File: src/rtl/tpg_pkg.sv
package tpg_pkg;

    localparam int COORD_W = 12;
    localparam int SHADE_W = 8;
    localparam int SPAN_W  = 8;
    localparam int RGB_W   = 3 * SHADE_W;

    typedef enum logic [1:0] {
        PAT_LINES   = 2'd0,
        PAT_COLUMNS = 2'd1,
        PAT_CHECKER = 2'd2,
        PAT_SOLID   = 2'd3
    } pattern_e;

    typedef enum logic [1:0] {
        PH_ACTIVE = 2'd0,
        PH_FRONT  = 2'd1,
        PH_SYNC   = 2'd2,
        PH_BACK   = 2'd3
    } phase_e;

    typedef struct packed {
        pattern_e             pattern;
        logic                 wrap;
        logic [COORD_W-1:0]   x_lo;
        logic [COORD_W-1:0]   x_hi;
        logic [COORD_W-1:0]   y_lo;
        logic [COORD_W-1:0]   y_hi;
        logic [SPAN_W-1:0]    span;
        logic [RGB_W-1:0]     base;
        logic [RGB_W-1:0]     step;
    } frame_cfg_t;

    localparam frame_cfg_t CFG_RESET = '0;

    // per-channel add with saturation or modulo behaviour
    function automatic logic [RGB_W-1:0] shade_add(input logic [RGB_W-1:0] a,
                                                   input logic [RGB_W-1:0] b,
                                                   input logic wrap);
        logic [RGB_W-1:0] res;
        logic [SHADE_W:0] sum;
        res = '0;
        for (int c = 0; c < 3; c++) begin
            sum = {1'b0, a[c*SHADE_W +: SHADE_W]} + {1'b0, b[c*SHADE_W +: SHADE_W]};
            if (sum[SHADE_W] && !wrap)
                res[c*SHADE_W +: SHADE_W] = '1;
            else
                res[c*SHADE_W +: SHADE_W] = sum[SHADE_W-1:0];
        end
        return res;
    endfunction

    function automatic logic [SPAN_W:0] span_eff(input logic [SPAN_W-1:0] s);
        return (s == '0) ? (SPAN_W+1)'(1) : {1'b0, s};
    endfunction

endpackage

File: src/rtl/tpg_timing.sv
module tpg_timing
    import tpg_pkg::*;
#(
    parameter int H_ACTIVE = 16,
    parameter int H_FRONT  = 2,
    parameter int H_SYNC   = 3,
    parameter int H_BACK   = 3,
    parameter int V_ACTIVE = 12,
    parameter int V_FRONT  = 1,
    parameter int V_SYNC   = 2,
    parameter int V_BACK   = 2
) (
    input  logic               clk,
    input  logic               rst,
    output logic [COORD_W-1:0] hpos,
    output logic [COORD_W-1:0] vpos,
    output logic [COORD_W-1:0] next_h,
    output logic [COORD_W-1:0] next_v,
    output phase_e             hphase,
    output phase_e             vphase,
    output logic               line_end,
    output logic               frame_req
);

    localparam int H_TOTAL = H_ACTIVE + H_FRONT + H_SYNC + H_BACK;
    localparam int V_TOTAL = V_ACTIVE + V_FRONT + V_SYNC + V_BACK;
    localparam logic [COORD_W-1:0] H_ACT_END = COORD_W'(H_ACTIVE - 1);
    localparam logic [COORD_W-1:0] H_FP_END  = COORD_W'(H_ACTIVE + H_FRONT - 1);
    localparam logic [COORD_W-1:0] H_SY_END  = COORD_W'(H_ACTIVE + H_FRONT + H_SYNC - 1);
    localparam logic [COORD_W-1:0] H_LAST    = COORD_W'(H_TOTAL - 1);
    localparam logic [COORD_W-1:0] V_ACT_END = COORD_W'(V_ACTIVE - 1);
    localparam logic [COORD_W-1:0] V_FP_END  = COORD_W'(V_ACTIVE + V_FRONT - 1);
    localparam logic [COORD_W-1:0] V_SY_END  = COORD_W'(V_ACTIVE + V_FRONT + V_SYNC - 1);
    localparam logic [COORD_W-1:0] V_LAST    = COORD_W'(V_TOTAL - 1);

    logic [COORD_W-1:0] hpos_q, vpos_q;
    phase_e             hphase_q, hphase_d;
    phase_e             vphase_q, vphase_d;

    assign line_end  = (hpos_q == H_LAST);
    assign frame_req = line_end && (vpos_q == V_LAST);
    assign next_h    = line_end ? '0 : hpos_q + 1'b1;
    assign next_v    = !line_end ? vpos_q :
                       ((vpos_q == V_LAST) ? '0 : vpos_q + 1'b1);

    // position counters
    always_ff @(posedge clk) begin
        if (rst) begin
            hpos_q <= '0;
            vpos_q <= '0;
        end else begin
            hpos_q <= next_h;
            vpos_q <= next_v;
        end
    end

    // phase state registers
    always_ff @(posedge clk) begin
        if (rst) begin
            hphase_q <= PH_ACTIVE;
            vphase_q <= PH_ACTIVE;
        end else begin
            hphase_q <= hphase_d;
            vphase_q <= vphase_d;
        end
    end

    // horizontal transitions
    always_comb begin
        hphase_d = hphase_q;
        unique case (hphase_q)
            PH_ACTIVE: if (hpos_q == H_ACT_END) hphase_d = PH_FRONT;
            PH_FRONT:  if (hpos_q == H_FP_END)  hphase_d = PH_SYNC;
            PH_SYNC:   if (hpos_q == H_SY_END)  hphase_d = PH_BACK;
            PH_BACK:   if (line_end)            hphase_d = PH_ACTIVE;
            default:                            hphase_d = PH_ACTIVE;
        endcase
    end

    // vertical transitions, stepped on line ends only
    always_comb begin
        vphase_d = vphase_q;
        if (line_end) begin
            unique case (vphase_q)
                PH_ACTIVE: if (vpos_q == V_ACT_END) vphase_d = PH_FRONT;
                PH_FRONT:  if (vpos_q == V_FP_END)  vphase_d = PH_SYNC;
                PH_SYNC:   if (vpos_q == V_SY_END)  vphase_d = PH_BACK;
                PH_BACK:   if (vpos_q == V_LAST)    vphase_d = PH_ACTIVE;
                default:                            vphase_d = PH_ACTIVE;
            endcase
        end
    end

    assign hpos   = hpos_q;
    assign vpos   = vpos_q;
    assign hphase = hphase_q;
    assign vphase = vphase_q;

    AST_HSYNC_WINDOW: assert property (@(posedge clk) disable iff (rst)
        (hphase_q == PH_SYNC) |-> (hpos_q > H_FP_END && hpos_q <= H_SY_END));
    AST_HACTIVE_WINDOW: assert property (@(posedge clk) disable iff (rst)
        (hphase_q == PH_ACTIVE) |-> (hpos_q <= H_ACT_END));
    AST_VSYNC_WINDOW: assert property (@(posedge clk) disable iff (rst)
        (vphase_q == PH_SYNC) |-> (vpos_q > V_FP_END && vpos_q <= V_SY_END));
    AST_WRAP_AFTER_REQ: assert property (@(posedge clk) disable iff (rst)
        frame_req |=> (hpos_q == '0 && vpos_q == '0 && vphase_q == PH_ACTIVE));

endmodule

File: config.mk
export PLATFORM = sky130hd
export DESIGN_NAME = tpg_timing
export DESIGN_NICKNAME = d
export VERILOG_FILES = /design/src/rtl/tpg_pkg.sv /design/src/rtl/tpg_timing.sv
export SDC_FILE = /design/constraint.sdc
export NUM_CORES = 1
export LEC_CHECK = 0
export BUFFER_PORTS_ARGS = -buffer_cell sky130_fd_sc_hd__buf_2
export CAP_MARGIN = 10
export CORE_MARGIN = 10
export CORE_UTILIZATION = 45
export DETAILED_ROUTE_END_ITERATION = 8
export GPL_TIMING_DRIVEN = 0
export PLACE_DENSITY = 0.87
export SLEW_MARGIN = 20
export SYNTH_ARGS = -nofsm -noshare
export SYNTH_HDL_FRONTEND = slang
export SYNTH_SLANG_ARGS = --single-unit
File: constraint.sdc
create_clock -name clk -period 1.9 [get_ports clk]
set_input_delay 0.38 -clock clk [delete_from_list [all_inputs] [get_ports clk]]
set_output_delay 0.38 -clock clk [all_outputs]
set_load 0.01 [all_outputs]
# After elaboration in Yosys (flattened, before gate mapping)
# Cells that the tools add are included.
[word_totals]
output_inout_bits = 54
reg_bits = 28
word_cells = 46
input_bits = 2
[classes]
n_addsub = 2
reduce_logical = 5
n_mux = 13
eq_ne = 22
[op_table]
columns = ["op", "n"]
rows = [
  ["equality test 12 x 4 -> 1 bit (second input constant)", 4],
  ["equality test 12 x 5 -> 1 bit (second input constant)", 4],
  ["2-to-1 mux 12 bit", 3],
  ["adder 12 x 1 -> 12 bit (second input constant)", 2],
  ["2-to-1 mux 2 bit", 8],
  ["!= test 2 bit (second input constant)", 8],
  ["one-hot mux 2 bit (4 select lines)", 2],
  ["equality test 2 bit (second input constant)", 4],
  ["AND reduction 5 bit", 1],
  ["equality test 2 x 1 -> 1 bit (second input constant)", 2],
  ["zero test 2 bit", 2],
  ["AND reduction 4 bit", 1],
  ["logical AND 1 bit", 1],
]

# Depth between registers and ports, before layout
[depth]
word_depth = 3
mapped_depth = 7
depth_no_buf = 7

# Least setup slack after synthesis
# OpenSTA, ideal clock, no wires.
[synth_path]
path_type = "flip-flop to output port"
startpoint = "register hpos_q[3] (netlist: hpos[3])"
endpoint = "output port next_v[11]"
t_arrival_ps = 1704
required_time_ps = 1520
setup_slack_ps = -184
n_path_buf = 1
stages_incl_launch_ff = 6
path_cell_list = "dfxtp_1 -> buf_6 -> or4_4 -> nor4_4 -> and4_4 -> xor2_2"
[synth_between]
elab_chain_cells = 2
[synth_rtl]
columns = ["item", "line", "source"]
rows = [
  ["from (decl)", "tpg_timing.sv:36", "logic [COORD_W-1:0] hpos_q, vpos_q;"],
  ["from (signal assigned)", "tpg_timing.sv:52", "hpos_q <= next_h;"],
  ["equality test 12 x 5 -> 1 bit", "tpg_timing.sv:40", "assign line_end = (hpos_q == H_LAST);"],
  ["2-to-1 mux 12 bit", "tpg_timing.sv:43", "assign next_v = !line_end ? vpos_q :"],
  ["to (decl)", "tpg_timing.sv:18", "output logic [COORD_W-1:0] next_v,"],
]
# Every way passes these cells.

# Worst setup path after layout
[layout_path]
startpoint = "register hpos_q[8] (netlist: hpos[8])"
endpoint = "output port next_v[11]"
# Same word-level chain as after synthesis.

==> run_results.csv <==
group,metric,value,unit
status,status,"finished, violations left",
status,violations,"setup timing",
min_path,min_path_type,"input pin to flip-flop",
clock_network,holdBufCountCts,0,
route,drt_iter0_drc,51,
route,drc,0,
pwr,totalPowerFinal,0.00116,W
timing,slew_viol_final,0,
min_path,hp-start,"rst",
pwr,ir_worst_vdd,0.449,mV
clock_network,cts_buffer_depth,2,
placement,place_hpwl,3390,um
clock_network,numCtsBuffers,3,
synth,netlist_area,1710,um2
grt,grt_usage,13.4,%
worst_setup_path,path_max_fanout,3,
die,num_rows,22,
route,wl_per_cell,15.4,um
timing,rsz0062_at_grt,"true",
timing,slew_headroom,66.5,%
cells_and_area,fin_util,68.1,%
clock_network,insertion_delay,0.28,ns
clock_network,cts_root_buf,"clkbuf_8",
pwr,p_leak,1.25,nW
worst_setup_path,worstReg2RegStart,"hpos[8]",
placement,post-place-ws,-0.305,ns
grt,antenna_found_initial,0,
route,drtPass1Iterations,4,
synth,ys_types,40,
pwr,powerDensity,465,nW/um2
synth,synth_nets,212,
grt,grt_pass1_wl,7450,um
timing,finClkSkew,0.0108,ns
worst_setup_path,worst_r2r_endpoint,"vpos[11]",
cells_and_area,drive_gt1_share,45.7,%
worst_setup_path,worstPathRequired,1.52,ns
die,coreArea,3660,um2
timing,worstMarginPinSlew,0.503,ns
worst_setup_path,path_class,"flip-flop to output pin",
route,finalWirelength,4880,um
timing,fin_ws,-0.618,ns
clock_network,htree_levels,1,
timing,fmax,397,MHz
cells_and_area,area_growth,45.6,%
clock_network,clk_pin_slew,0.11,ns
grt,grt_pass1_vias,1638,
placement,portBuffers,55,
worst_setup_path,end_kind,"output pin",
cells_and_area,nets,286,
clock_network,clock-sinks,28,
synth,synth_cells,196,
timing,finalHoldViolations,0,
die,initial_core_util,46.8,%
synth,avgSynthCellArea,8.74,um2
run,maxCapViolCount,0,
timing,period_share,133,%
clock_network,cts_tree,"done",
grt,grt_max_degree,17,
die,io_pins,56,
worst_setup_path,rrSetupSlack,-0.03,ns
route,detail-route-antenna-nets,0,
cells_and_area,regArea,591,um2
die,fp.dieH,81.7,um
synth,synth_seq_cells,28,
cells_and_area,n_antenna_cell,0,
timing,period_minus_slack,2.52,ns
cells_and_area,multi_input_area,1240,um2
timing,setup_viol,19,
worst_setup_path,cp_data_arrival_time,2.14,ns
synth,yosys_warnings,0,
die,die_w,81.7,um
synth,synth-seq-area-share,32.7,%
route,vias_per_cell,5.20,
min_path,holdPathEnd,"vpos[11]",
timing,finalSetupTns,-8.25,ns
die,die_area,6670,um2
min_path,holdPathStages,3,
placement,gp_congestion,0.837,
route,vias,1649,
cells_and_area,fillers,276,
worst_setup_path,worst_setup_path_start_kind,"flip-flop",
grt,grt-ovfl-total,0,
worst_setup_path,reg2reg_depth,5,
-- power by group --
| group | leakage (nW) | internal, W | switching, W |
|---|---|---|---|
| combinational | 0.986 | 0.0000349 | 0.0000448 |
| clock | 0.0357 | 0.000282 | 0.000200 |
| sequential | 0.233 | 0.000586 | 0.0000117 |
| total | 1.25 | 0.000904 | 0.000257 |
-- synth_stat cells (all sizes together) --
cell type | number | area, um2
dfxtp | 28 | 561
nor2b | 18 | 115
nand2 | 15 | 56.3
ha | 14 | 175
nor2 | 13 | 48.8
inv | 12 | 45.0
xnor2 | 11 | 96.3
and3 | 8 | 50.1
nand3 | 8 | 40.0
nand4 | 8 | 50.1
nand2b | 6 | 37.5
xor2 | 6 | 60.1
clkbuf | 5 | 18.8
nor4 | 5 | 46.3
mux2i | 4 | 40.0
nand3b | 4 | 30.0
buf | 3 | 21.3
o21ai | 3 | 15.0
a21oi | 2 | 10.0
and4 | 2 | 20.0
mux2 | 2 | 22.5
nor3 | 2 | 10.0
o21bai | 2 | 15.0
o31ai | 2 | 15.0
or2 | 2 | 12.5
or4 | 2 | 22.5
a221oi | 1 | 8.76
a22o | 1 | 8.76
and2 | 1 | 6.26
and3b | 1 | 8.76
and4b | 1 | 10.0
and4bb | 1 | 12.5
o2111ai | 1 | 8.76
o22ai | 1 | 6.26
o41ai | 1 | 8.76
-- flip-flops by register name, indices dropped and copies added (netlist names) --
signal,cells
hphase,2
hpos,12
vphase,2
vpos,12
-- layout by cell type (no fill, tap or decap), types with 3 or more instances in the layout --
master    count
inv_1        12
nor2_1        9
nand2_1      12
clkbuf_8      3
xnor2_2       6
nand3_1       4
xor2_1        5
dfxtp_4       7
xnor2_1       5
nand2b_1      6
and3_1        7
clkbuf_1      3
dfxtp_2       3
nor2_2        3
mux2i_1       4
buf_2        52
dfxtp_1      18
ha_1         13
buf_6        10
buf_4        11
nand3b_1      4
nor2b_1      17
nand4_1       8
-- final cells by class --
type                            instances  area share, %
Clock inverter                          1           1.20
Inverter                               12           1.81
Multi-Input combinational cell        148           49.9
Clock buffer                            3           1.66
Timing Repair Buffer                   70           16.9
Tap cell                               48           2.41
Buffer                                  7           2.41
Sequential cell                        28           23.7
-- worst max-delay path, cell delays in order, from the launching register on --
cell,delay [ns]
dfxtp_4,0.36
or4_4,0.56
nor4_4,0.37
and4_4,0.31
xor2_4,0.16
buf_6,0.12
-- how the worst max path moves through the flow --
stage	start	endpoint	slack (ns)	cells after the start
2_1_floorplan	hpos[7]	next_v[11]	-0.14	4
3_3_place_gp	hpos[7]	next_v[11]	-0.30	5
3_5_place_dp	hpos[7]	next_v[11]	-0.30	5
4_1_cts	hpos[8]	next_v[11]	-0.60	5
5_1_grt	vpos[2]	next_v[11]	-0.69	6
6_report	hpos[8]	next_v[11]	-0.62	5
-- through the flow --
step	cells	cell area [um2]	hold slack, ns
finish	317	2490	0.402
global route	317	2490	0.418
CTS	305	2250	0.397
detailed placement	299	2110	0.531
global placement	299	2110	0.521
floorplan	196	1780	0.538
-- repair_timing --
item / CTS / global route
gates cloned: 0 / 0
pin swaps: 5 / 13
setup buffers: 3 / 12
setup endpoints to repair: 34 / 36
resized for setup: 18 / 36
-- routing by layer --
metal / part of all wire [%] / GRT usage (%)
met1: 42 / 15.4
met2: 50 / 24.4
met3: 6.6 / 4.59
met4: 0.55 / 1.36
met5: 0 / 0
-- cell families after synthesis --
group | Yosys count | synth area share, %
flops | 28 | 32.7
mux | 6 | 3.65
buf+inv | 20 | 4.97
simple gates | 97 | 33.7
compound gates | 14 | 5.62
fa+ha+maj | 14 | 10.2
xor+xnor | 17 | 9.13
No activity file was read; power rests on OpenSTA's default activity.
